### src/rtl/chain_dma_pkg.sv
package chain_dma_pkg;

  localparam int unsigned WORD_W = 32;

  // command word bit positions
  localparam int CMD_INC_SRC   = 31;
  localparam int CMD_INC_TGT   = 30;
  localparam int CMD_FLOW_SRC  = 29;
  localparam int CMD_FLOW_TGT  = 28;
  localparam int CMD_IRQ_START = 22;
  localparam int CMD_IRQ_END   = 21;

  // control/status bit positions
  localparam int CTL_RUN     = 31;
  localparam int CTL_NOFETCH = 30;
  localparam int CTL_STOPIE  = 29;
  localparam int CTL_PEND    = 8;
  localparam int CTL_STOPPED = 3;
  localparam int CTL_ENDF    = 2;
  localparam int CTL_STARTF  = 1;
  localparam int CTL_BERR    = 0;

  localparam logic [2:0] RA_CTRL = 3'd0;
  localparam logic [2:0] RA_PTR  = 3'd1;
  localparam logic [2:0] RA_SRC  = 3'd2;
  localparam logic [2:0] RA_TGT  = 3'd3;
  localparam logic [2:0] RA_CMD  = 3'd4;

  typedef enum logic [3:0] {
    S_IDLE, S_FREQ, S_FRSP, S_GATE, S_RREQ, S_RRSP, S_WREQ, S_WRSP, S_END
  } seq_state_t;

  function automatic logic [2:0] item_bytes(input logic [1:0] code);
    case (code)
      2'd1:    return 3'd1;
      2'd2:    return 3'd2;
      default: return 3'd4;
    endcase
  endfunction

  function automatic logic [1:0] size_code(input logic [1:0] code);
    case (code)
      2'd1:    return 2'd0;
      2'd2:    return 2'd1;
      default: return 2'd2;
    endcase
  endfunction

  function automatic logic [5:0] burst_bytes(input logic [1:0] code);
    case (code)
      2'd2:    return 6'd16;
      2'd3:    return 6'd32;
      default: return 6'd8;
    endcase
  endfunction

endpackage

### src/rtl/chain_dma_regs.sv
module chain_dma_regs
  import chain_dma_pkg::*;
(
  input  logic        clk,
  input  logic        rst,
  input  logic        wr_en,
  input  logic [2:0]  wr_addr,
  input  logic [31:0] wr_data,
  input  logic        ev_start,
  input  logic        ev_end,
  input  logic        ev_err,
  input  logic        halt,
  input  logic        stopped,
  input  logic        preq,
  output logic        run,
  output logic        nofetch,
  output logic [31:0] ctrl_word,
  output logic        irq
);

  logic stopie, pend_q, f_end, f_start, f_err;
  logic ctrl_wr;
  logic unused_bits;

  assign ctrl_wr     = wr_en && (wr_addr == RA_CTRL);
  assign unused_bits = ^{wr_data[28:3]};

  always_ff @(posedge clk) begin
    if (rst) begin
      run     <= 1'b0;
      nofetch <= 1'b0;
      stopie  <= 1'b0;
      pend_q  <= 1'b0;
      f_end   <= 1'b0;
      f_start <= 1'b0;
      f_err   <= 1'b0;
      irq     <= 1'b0;
    end else begin
      pend_q <= preq;
      if (ctrl_wr) begin
        run     <= wr_data[CTL_RUN];
        nofetch <= wr_data[CTL_NOFETCH];
        stopie  <= wr_data[CTL_STOPIE];
      end
      if (halt) run <= 1'b0;
      f_end   <= (f_end   & ~(ctrl_wr & wr_data[CTL_ENDF]))   | ev_end;
      f_start <= (f_start & ~(ctrl_wr & wr_data[CTL_STARTF])) | ev_start;
      f_err   <= (f_err   & ~(ctrl_wr & wr_data[CTL_BERR]))   | ev_err;
      irq     <= f_end | f_start | f_err | (stopie & stopped);
    end
  end

  assign ctrl_word = {run, nofetch, stopie, 20'd0, pend_q, 4'd0,
                      stopped, f_end, f_start, f_err};

endmodule

### src/rtl/chain_dma_seq.sv
module chain_dma_seq
  import chain_dma_pkg::*;
#(
  parameter int LEN_W = 13
) (
  input  logic        clk,
  input  logic        rst,
  input  logic        run,
  input  logic        nofetch,
  input  logic        preq,
  input  logic        sw_wr,
  input  logic [2:0]  sw_addr,
  input  logic [31:0] sw_data,
  output logic        mem_req,
  output logic        mem_we,
  output logic [1:0]  mem_size,
  output logic [31:0] mem_addr,
  output logic [31:0] mem_wdata,
  input  logic        mem_gnt,
  input  logic        mem_rvalid,
  input  logic [31:0] mem_rdata,
  input  logic        mem_err,
  output logic        ev_start,
  output logic        ev_end,
  output logic        ev_err,
  output logic        halt,
  output logic        stopped,
  output logic [31:0] ptr_q,
  output logic [31:0] src_q,
  output logic [31:0] tgt_q,
  output logic [31:0] cmd_q
);

  localparam int BW = 6;

  seq_state_t       state;
  logic [1:0]       widx;
  logic [31:0]      fetch_base;
  logic             mode_nf;
  logic [LEN_W-1:0] left_q;
  logic [BW-1:0]    burst_left;
  logic [31:0]      data_q;

  logic [2:0]       ib;
  logic             last_item, flow, rsp_ok, rsp_bad, chain_stop;
  logic [LEN_W-1:0] fetched_len;

  assign ib          = item_bytes(cmd_q[15:14]);
  assign last_item   = left_q <= LEN_W'(ib);
  assign flow        = cmd_q[CMD_FLOW_SRC] | cmd_q[CMD_FLOW_TGT];
  assign rsp_ok      = mem_rvalid && !mem_err;
  assign rsp_bad     = mem_rvalid && mem_err &&
                       (state == S_FRSP || state == S_RRSP || state == S_WRSP);
  assign chain_stop  = mode_nf || ptr_q[0];
  assign fetched_len = mem_rdata[LEN_W-1:0];

  always_ff @(posedge clk) begin
    if (rst) begin
      state      <= S_IDLE;
      widx       <= 2'd0;
      fetch_base <= '0;
      mode_nf    <= 1'b0;
      left_q     <= '0;
      burst_left <= '0;
      data_q     <= '0;
      ptr_q      <= '0;
      src_q      <= '0;
      tgt_q      <= '0;
      cmd_q      <= '0;
    end else begin
      if (state == S_IDLE && sw_wr) begin
        case (sw_addr)
          RA_PTR:  ptr_q <= sw_data;
          RA_SRC:  src_q <= sw_data;
          RA_TGT:  tgt_q <= sw_data;
          RA_CMD:  cmd_q <= sw_data;
          default: ;
        endcase
      end
      unique case (state)
        S_IDLE: if (run) begin
          mode_nf <= nofetch;
          if (nofetch) begin
            left_q <= cmd_q[LEN_W-1:0];
            state  <= (cmd_q[LEN_W-1:0] == '0) ? S_END : S_GATE;
          end else begin
            fetch_base <= {ptr_q[31:4], 4'b0000};
            widx       <= 2'd0;
            state      <= S_FREQ;
          end
        end
        S_FREQ: if (mem_gnt) state <= S_FRSP;
        S_FRSP: if (mem_rvalid) begin
          if (mem_err) state <= S_IDLE;
          else begin
            case (widx)
              2'd0: ptr_q <= mem_rdata;
              2'd1: src_q <= mem_rdata;
              2'd2: tgt_q <= mem_rdata;
              default: begin
                cmd_q  <= mem_rdata;
                left_q <= fetched_len;
              end
            endcase
            if (widx == 2'd3)
              state <= (fetched_len == '0) ? S_END : S_GATE;
            else begin
              widx  <= widx + 2'd1;
              state <= S_FREQ;
            end
          end
        end
        S_GATE: begin
          if (!run) state <= S_IDLE;
          else if (!flow || preq) begin
            burst_left <= burst_bytes(cmd_q[17:16]);
            state      <= S_RREQ;
          end
        end
        S_RREQ: if (mem_gnt) state <= S_RRSP;
        S_RRSP: if (mem_rvalid) begin
          if (mem_err) state <= S_IDLE;
          else begin
            data_q <= mem_rdata;
            state  <= S_WREQ;
          end
        end
        S_WREQ: if (mem_gnt) state <= S_WRSP;
        S_WRSP: if (mem_rvalid) begin
          if (mem_err) state <= S_IDLE;
          else begin
            if (cmd_q[CMD_INC_SRC]) src_q <= src_q + 32'(ib);
            if (cmd_q[CMD_INC_TGT]) tgt_q <= tgt_q + 32'(ib);
            left_q     <= last_item ? '0 : left_q - LEN_W'(ib);
            burst_left <= burst_left - BW'(ib);
            if (last_item)                      state <= S_END;
            else if (burst_left <= BW'(ib))     state <= S_GATE;
            else                                state <= S_RREQ;
          end
        end
        S_END: begin
          if (chain_stop || !run) state <= S_IDLE;
          else begin
            fetch_base <= {ptr_q[31:4], 4'b0000};
            widx       <= 2'd0;
            state      <= S_FREQ;
          end
        end
        default: state <= S_IDLE;
      endcase
    end
  end

  assign mem_req   = (state == S_FREQ) || (state == S_RREQ) || (state == S_WREQ);
  assign mem_we    = (state == S_WREQ);
  assign mem_wdata = data_q;

  always_comb begin
    mem_addr = '0;
    mem_size = size_code(cmd_q[15:14]);
    case (state)
      S_FREQ: begin
        mem_addr = fetch_base + {28'd0, widx, 2'b00};
        mem_size = 2'd2;
      end
      S_RREQ:  mem_addr = src_q;
      S_WREQ:  mem_addr = tgt_q;
      default: ;
    endcase
  end

  assign ev_err   = rsp_bad;
  assign ev_start = (state == S_FRSP && rsp_ok && widx == 2'd3 && mem_rdata[CMD_IRQ_START]) ||
                    (state == S_IDLE && run && nofetch && cmd_q[CMD_IRQ_START]);
  assign ev_end   = (state == S_END) && cmd_q[CMD_IRQ_END];
  assign halt     = rsp_bad || (state == S_END && chain_stop);
  assign stopped  = (state == S_IDLE);

endmodule

### src/rtl/chain_dma_channel.sv
module chain_dma_channel
  import chain_dma_pkg::*;
#(
  parameter int LEN_W = 13
) (
  input  logic        clk,
  input  logic        rst,
  input  logic        reg_wr,
  input  logic [2:0]  reg_addr,
  input  logic [31:0] reg_wdata,
  output logic [31:0] reg_rdata,
  output logic        irq,
  input  logic        periph_req,
  output logic        mem_req,
  output logic        mem_we,
  output logic [1:0]  mem_size,
  output logic [31:0] mem_addr,
  output logic [31:0] mem_wdata,
  input  logic        mem_gnt,
  input  logic        mem_rvalid,
  input  logic [31:0] mem_rdata,
  input  logic        mem_err
);

  logic        run_w, nofetch_w, stopped_w, halt_w;
  logic        ev_start_w, ev_end_w, ev_err_w;
  logic [31:0] ctrl_word, ptr_w, src_w, tgt_w, cmd_w;

  chain_dma_regs u_regs (
    .clk      (clk),
    .rst      (rst),
    .wr_en    (reg_wr),
    .wr_addr  (reg_addr),
    .wr_data  (reg_wdata),
    .ev_start (ev_start_w),
    .ev_end   (ev_end_w),
    .ev_err   (ev_err_w),
    .halt     (halt_w),
    .stopped  (stopped_w),
    .preq     (periph_req),
    .run      (run_w),
    .nofetch  (nofetch_w),
    .ctrl_word(ctrl_word),
    .irq      (irq)
  );

  chain_dma_seq #(.LEN_W(LEN_W)) u_seq (
    .clk       (clk),
    .rst       (rst),
    .run       (run_w),
    .nofetch   (nofetch_w),
    .preq      (periph_req),
    .sw_wr     (reg_wr),
    .sw_addr   (reg_addr),
    .sw_data   (reg_wdata),
    .mem_req   (mem_req),
    .mem_we    (mem_we),
    .mem_size  (mem_size),
    .mem_addr  (mem_addr),
    .mem_wdata (mem_wdata),
    .mem_gnt   (mem_gnt),
    .mem_rvalid(mem_rvalid),
    .mem_rdata (mem_rdata),
    .mem_err   (mem_err),
    .ev_start  (ev_start_w),
    .ev_end    (ev_end_w),
    .ev_err    (ev_err_w),
    .halt      (halt_w),
    .stopped   (stopped_w),
    .ptr_q     (ptr_w),
    .src_q     (src_w),
    .tgt_q     (tgt_w),
    .cmd_q     (cmd_w)
  );

  always_ff @(posedge clk) begin
    if (rst) reg_rdata <= '0;
    else begin
      case (reg_addr)
        RA_CTRL: reg_rdata <= ctrl_word;
        RA_PTR:  reg_rdata <= ptr_w;
        RA_SRC:  reg_rdata <= src_w;
        RA_TGT:  reg_rdata <= tgt_w;
        RA_CMD:  reg_rdata <= cmd_w;
        default: reg_rdata <= '0;
      endcase
    end
  end

endmodule

### config.mk
export PLATFORM = sky130hd
export DESIGN_NAME = chain_dma_channel
export DESIGN_NICKNAME = d
export VERILOG_FILES = /design/src/rtl/chain_dma_pkg.sv /design/src/rtl/chain_dma_regs.sv /design/src/rtl/chain_dma_seq.sv /design/src/rtl/chain_dma_channel.sv
export SDC_FILE = /design/constraint.sdc
export NUM_CORES = 1
export LEC_CHECK = 0
export CAP_MARGIN = 0
export CELL_PAD_IN_SITES_DETAIL_PLACEMENT = 2
export CELL_PAD_IN_SITES_GLOBAL_PLACEMENT = 2
export CORE_ASPECT_RATIO = 1.2
export CORE_UTILIZATION = 35
export CTS_BUF_LIST = sky130_fd_sc_hd__clkbuf_2 sky130_fd_sc_hd__clkbuf_4 sky130_fd_sc_hd__clkbuf_8
export DETAILED_ROUTE_END_ITERATION = 8
export GPL_ROUTABILITY_DRIVEN = 0
export PLACE_DENSITY = 0.88
export REMOVE_ABC_BUFFERS = 1
export SYNTH_ARGS = -nofsm -noshare
export SYNTH_HDL_FRONTEND = slang
export SYNTH_SLANG_ARGS = --single-unit
### constraint.sdc
create_clock -name clk -period 3.46 [get_ports clk]
set_input_delay 0.692 -clock clk [delete_from_list [all_inputs] [get_ports clk]]
set_output_delay 0.692 -clock clk [all_outputs]
set_load 0.1 [all_outputs]
==> summary.txt, run 1 <==
Routing
  – DRC: 0
  – DR vias/cell: 7.021
  – Post-DR wirelength/cell: 34.38 um
  – First-pass DRT Iterations: 9
  – DR iter-0 viols: 1852
  – DR vias: between 15000 and 20000
  – Final wirelength: ~92 mm
  – Final antenna-violating net count: 0

Clocking
  – CTS root buffer: clkbuf_8
  – H-tree levels: 2
  – Clock-pin slew on the worst setup and hold paths: ~70 ps
  – CTS Buf Count: 46
  – Latest clock arrival within the worst-skew pair: 630 ps
  – CTS tree: done
  – Post-CTS Hold Fix Bufs: 0
  – CTS Buffer Depth: 3
  – Postcts setup bufs: 0
  – CTS sink cnt: around 250

STA
  – Layout Skew: 36.38 ps
  – Slew Viols, Final: 0
  – Post-route setup slack: 29.60 ps
  – Fmax achieved: roughly 0.29 GHz
  – Min Hold Slack: 455.7 ps
  – Slew HR: 0.3048
  – Period utilization: 0.9914
  – Unrepaired setup endpoints after global routing: true
  – Slew @ Worst Pin: 1041 ps
  – Min Tclk post-route: 3430 ps
  – Count of final setup violators: 0
  – Number of hold violations in the final report: 0

Place
  – Placed Cells: 2583
  – Port Buffers: 174
  – Pre-CTS WS: about 85 ps
  – DP HPWL: 56.84 mm

Power
  – Power Density: between 300 and 400 nW/um2
  – Power Total: 0.006856 W
  – Peak supply drop: 225.7 uV
  – P_leak: 6.835 nW

Worst setup path
  – Reg2reg end: u_seq.src_q[14]
  – Crit path launch type: primary input
  – Reg2Reg Setup Slack: 70 ps
  – Critical Path RT: 3930 ps
  – Worst r2r path cells: 8
  – Worst Path Arrival: 3900 ps
  – Critical Path End: u_seq.tgt_q[30]
  – Worst-path maximum fanout: 15
  – FF-to-FF Start: u_seq.cmd_q[15]
  – Setup crit end kind: register
  – Critical Path Source: mem_err
  – Type of the worst setup path: primary input to register

Global route
  – Antenna violations before repair: 3
  – Vias in the first global route: 20560
  – GR Util All Layers: 0.4135
  – First-pass GRT wire length: 135.0 mm
  – Total grt overflow: 0
  – Largest net degree at the start of global routing: approximately 120

Layout
  – Most frequent cells in the layout: 257 x nand2_1, 252 x dfxtp_1, 164 x a21oi_1, 151 x buf_4, 134 x nor2_1
  – Final core utilization: 0.4484
  – Nets: roughly 2200
  – P&R area growth vs syn: 26.69%
  – Layout Cells excl Fill: 2663
  – Multi-input logic area: 9290 um2
  – Storage element area: 5087 um2
  – Most common cell after layout, fill and taps aside: nand2_1
  – Share of layout cells above drive strength 1: 0.1579
  – FILL cells: 4626

Floorplanning
  – Initial core utilization: 0.3539
  – Die Height: 229.6 um
  – Core area: 42680 um2
  – Num ports: 175
  – Die ar.: 44000 um2
  – Row count: a little over 80
  – Die width: around 190 um

Min path
  – Hold Crit Class: register to register

Yosys
  – Synthesis-stage register bit count: roughly 250
  – Biggest area consumer among synthesized cells: dfxtp_1
  – Sequential fraction of the synthesis area: 0.3366
  – Post-synth cell types: 83
  – Avg Synthesized Cell Area: 7.922 um2
  – Top cell type's share of synthesized area: 0.3366
  – Syn Std Cell Area: roughly 15000 um2
  – Ys flop type: dfxtp_1
  – Ys async rst share: 0
  – Area contributors post-synth: dfxtp_1 34%, mux2i_1 8.1%, nand2_1 6.4%
  – Number of synthesized flops with an enable pin: 0
  – Post-Synthesis Cells: roughly 1900
  – Count of yosys warnings during synthesis: 0

Status
  – Outcome: finished, final reports clean

Run
  – Max_cap viols: 0
-- registers in the layout, summed over array words and instances, names as in the netlist --
name / count
u_seq.src_q: 32
u_seq.ptr_q: 32
u_seq.mode_nf: 1
u_regs.run: 1
u_regs.stopie: 1
u_seq.fetch_base: 28
u_seq.left_q: 13
u_seq.burst_left: 6
u_seq.tgt_q: 32
u_regs.f_end: 1
u_regs.f_err: 1
reg_rdata: 32
u_seq.widx: 2
u_regs.pend_q: 1
u_seq.mem_wdata: 32
u_seq.cmd_q: 32
u_regs.f_start: 1
u_regs.nofetch: 1
u_regs.irq: 1
u_seq.state: 4
-- worst max-delay path, cell delays in order --
cell and delay, ps:
clkdlybuf4s50_1 740, nor2b_1 430, nand3_1 540, nand2_1 570, buf_4 260, a2bb2oi_2 460, a21oi_1 190
-- synthesized netlist by cell type, types with 20 or more instances --
| cell type | count |
|---|---|
| nand4_1 | 21 |
| a21oi_1 | 165 |
| clkbuf_1 | 134 |
| nor2_1 | 136 |
| nand3_1 | 43 |
| nand2_1 | 257 |
| inv_1 | 36 |
| dfxtp_1 | 254 |
| a211oi_1 | 80 |
| a22oi_1 | 93 |
| a31oi_1 | 37 |
| mux2i_1 | 123 |
| o21ai_0 | 95 |
| mux2_2 | 24 |
| ha_1 | 20 |
| nor3_1 | 26 |
| nor4_1 | 24 |
-- where the power goes --
part | switching (W) | internal, W
clock | 0.00148 | 0.00157
combinational | 0.000514 | 0.000261
sequential | 0.0000669 | 0.00296
-- how the worst min path moves through the flow --
stage	from	to	slack, ps	cells past startpoint
final	u_seq.mem_wdata[27]	u_seq.mem_wdata[27]	460	2
after global routing	rst	u_seq.left_q[12]	470	2
after CTS	u_seq.mem_wdata[27]	u_seq.mem_wdata[27]	460	2
after detailed placement	u_seq.mem_wdata[27]	u_seq.mem_wdata[27]	450	2
after global placement	u_seq.burst_left[0]	u_seq.burst_left[0]	440	2
after floorplan	u_seq.burst_left[0]	u_seq.burst_left[0]	430	2
-- logic make-up after synthesis --
family / count (synthesis) / share of synthesized area
AO/OA/AOI/OAI: 629 / 0.2762
XOR/XNOR: 22 / 0.01275
adder cells (fa/ha/maj): 24 / 0.02187
buffers and inverters: 211 / 0.05532
flip-flops: 254 / 0.3366
multiplexers: 147 / 0.09939
AND/OR/NAND/NOR: 620 / 0.1979
-- routing by layer --
metal  vias to the layer above  wire, um  track usage
li1                       7420         -            -
met1                      9265     31430       0.4508
met2                      1458     42670       0.6621
met3                       553      9771       0.1342
met4                         2      7660       0.3137
met5                         -        13            0
-- final cells by class --
cell class                      instances  area share
Clock buffer                           69     0.04472
Multi-Input combinational cell       1442      0.4854
Antenna cell                            2   0.0002615
Sequential cell                       254      0.2658
Clock inverter                          9    0.002550
Tap cell                              552     0.03609
Timing Repair Buffer                  298      0.1579
Inverter                               37    0.007257
-- through the flow --
stage	TNS, ps	area, um2
finish	0	19140
floorplan	-137830	14410
CTS	0	19110
global route	-32.15	19130
detailed placement	0	18180
global placement	0	18180
-- what timing repair did --
item | in CTS | in global routing
resized for setup | 7 | 12
setup endpoints to repair | 9 | 17
gates cloned | 0 | 0
(Power assumes the default switching activity.)
==> run 2: changes to the inputs <==
MAX_ROUTING_LAYER = met4   (was not set)
PLACE_DENSITY = not set   (was 0.88)
PLACE_DENSITY_LB_ADDON = 0.1   (was not set)
SKIP_CTS_REPAIR_TIMING = 1   (was not set)
==> run 2 against run 1 <==
- via count fell by 9.3%
- wire length fell by 16%
- combinational power fell by 7.0%
- critical path type is now register to output port
- maximum frequency rose by 2.4%
- register-to-register slack improved by 310 ps
- non-clock buffer count rose by 6
==> summary.txt, run 2 (synthesis gave the netlist of run 1 again) <==
Global route
  – Largest net degree at the start of global routing: about 110
  – Antenna violations before repair: 0
  – Total grt overflow: 0
  – GR Util All Layers: 0.3588
  – Vias in the first global route: 18460
  – First-pass GRT wire length: about 120 mm

STA
  – Slew HR: 0.3161
  – Setup TNS: 0 ps
  – Min Hold Slack: between 400 and 500 ps
  – Fmax achieved: 0.2986 GHz
  – Period utilization: 0.9680
  – Layout Skew: 23.40 ps
  – Count of final setup violators: 0
  – Slew Viols, Final: 0
  – Number of hold violations in the final report: 0
  – Unrepaired setup endpoints after global routing: false
  – Post-route setup slack: 110.6 ps
  – Slew @ Worst Pin: 1023 ps
  – Min Tclk post-route: 3349 ps

Floorplanning
  – Row count: 83
  – Die ar.: 44000 um2
  – Die width: 191.7 um
  – Die Height: 229.6 um
  – Num ports: 175
  – Initial core utilization: 0.3539
  – Core area: 42680 um2

Worst setup path
  – CP max stage cell: buf_4
  – Most frequent CP cell: buf_4
  – Critical Path RT: 2770 ps
  – Crit path cell chain: buf_4 > buf_4 > nor3b_2 > buf_4 > nand2_1 > o21ai_1 > buf_12
  – Crit path launch type: register
  – Worst-path maximum fanout: 29
  – Setup crit end kind: output port
  – Worst path max stage delay: ~380 ps
  – Worst Path Arrival: 2660 ps
  – Type of the worst setup path: register to output port

Place
  – Port Buffers: ~170
  – Post-DP Area: approximately 18000 um2
  – DP HPWL: between 50 and 60 mm
  – Pre-CTS WS: -98.72 ps

Status
  – Outcome: finished, final reports clean

Power
  – Power Total: 0.006924 W
  – P_leak: 6.902 nW
  – Peak supply drop: between 200 and 250 uV
  – Power Density: 360.0 nW/um2

Layout
  – Most frequent cells in the layout: 257 x nand2_1, 253 x dfxtp_1, 165 x a21oi_1, 156 x buf_4, 134 x nor2_1
  – Share of layout cells above drive strength 1: 0.1590
  – Multi-input logic area: 9268 um2
  – Most common cell after layout, fill and taps aside: nand2_1
  – P&R area growth vs syn: 27.32%
  – Storage element area: between 5000 and 6000 um2
  – Design Area, Final: 19230 um2
  – FILL cells: 4862
  – Nets: 2185

Routing
  – DRC: 0
  – DR vias/cell: 6.346
  – First-pass DRT Iterations: 6
  – Final antenna-violating net count: 0
  – Post-DR wirelength/cell: between 20 and 30 um
  – Final wirelength: about 77 mm
  – DR vias: between 15000 and 20000
  – DR iter-0 viols: 1151

Clocking
  – Latest clock arrival within the worst-skew pair: 650 ps
  – CTS Buf Count: 48
  – CTS tree: done
  – H-tree levels: 2
  – CTS Buffer Depth: 3
  – CTS root buffer: clkbuf_8
  – Clock-pin slew on the worst setup and hold paths: 60 ps
  – CTS sink cnt: about 250

Min path
  – Hold Crit Class: primary input to register

Run
  – Max_cap viols: 0
[run 2: report_power, final]
group | leakage (nW) | switching [W] | internal (W)
clock | 0.526 | 0.00142 | 0.00176
sequential | 2.05 | 0.0000589 | 0.00297
combinational | 4.33 | 0.000462 | 0.000259
[run 2: critical path: cells and delay by family (launching register included)]
kind	cells	cell delay, ps
AOI/OAI and AO/OA	1	270
buffers and inverters	4	1040
DFF	1	300
and+or+nand+nor	2	380
[run 2: per-layer routing]
metal	part of all wire	track usage	up-vias
met5	0	-	-
met4	0.057	0.1984	0
met3	0.045	0.05225	250
met2	0.50	0.6058	559
met1	0.40	0.4029	8707
li1	-	-	7441
[run 2: worst paths after layout]
| path | from | end | slack [ps] | depth (start not counted) |
|---|---|---|---|---|
| worst max-delay path | u_seq.state[2] | mem_addr[29] | 110 | 7 |
| worst min-delay path | rst | u_seq.tgt_q[29] | 450 | 2 |
| worst min register to register | u_seq.fetch_base[11] | u_seq.fetch_base[11] | 460 | 2 |
| worst max register to register | u_seq.cmd_q[14] | u_seq.left_q[2] | 380 | 11 |
[run 2: area by class of cell]
class                      instances  share of cell area
multi-input combinational       1442              0.4818
sequential                       254              0.2644
timing repair buffer             304              0.1593
clock buffer                      77             0.04827
tap                              552             0.03591
inverter                          37            0.007220
clock inverter                     5            0.002927
antenna                            1           0.0001301
[run 2: per-stage QoR]
stage | utilization | cells
floorplan | - | 1733
global placement | 0.4274 | 2589
detailed placement | 0.4274 | 2589
CTS | 0.4504 | 2671
global route | 0.4506 | 2671
finish | 0.4506 | 2672
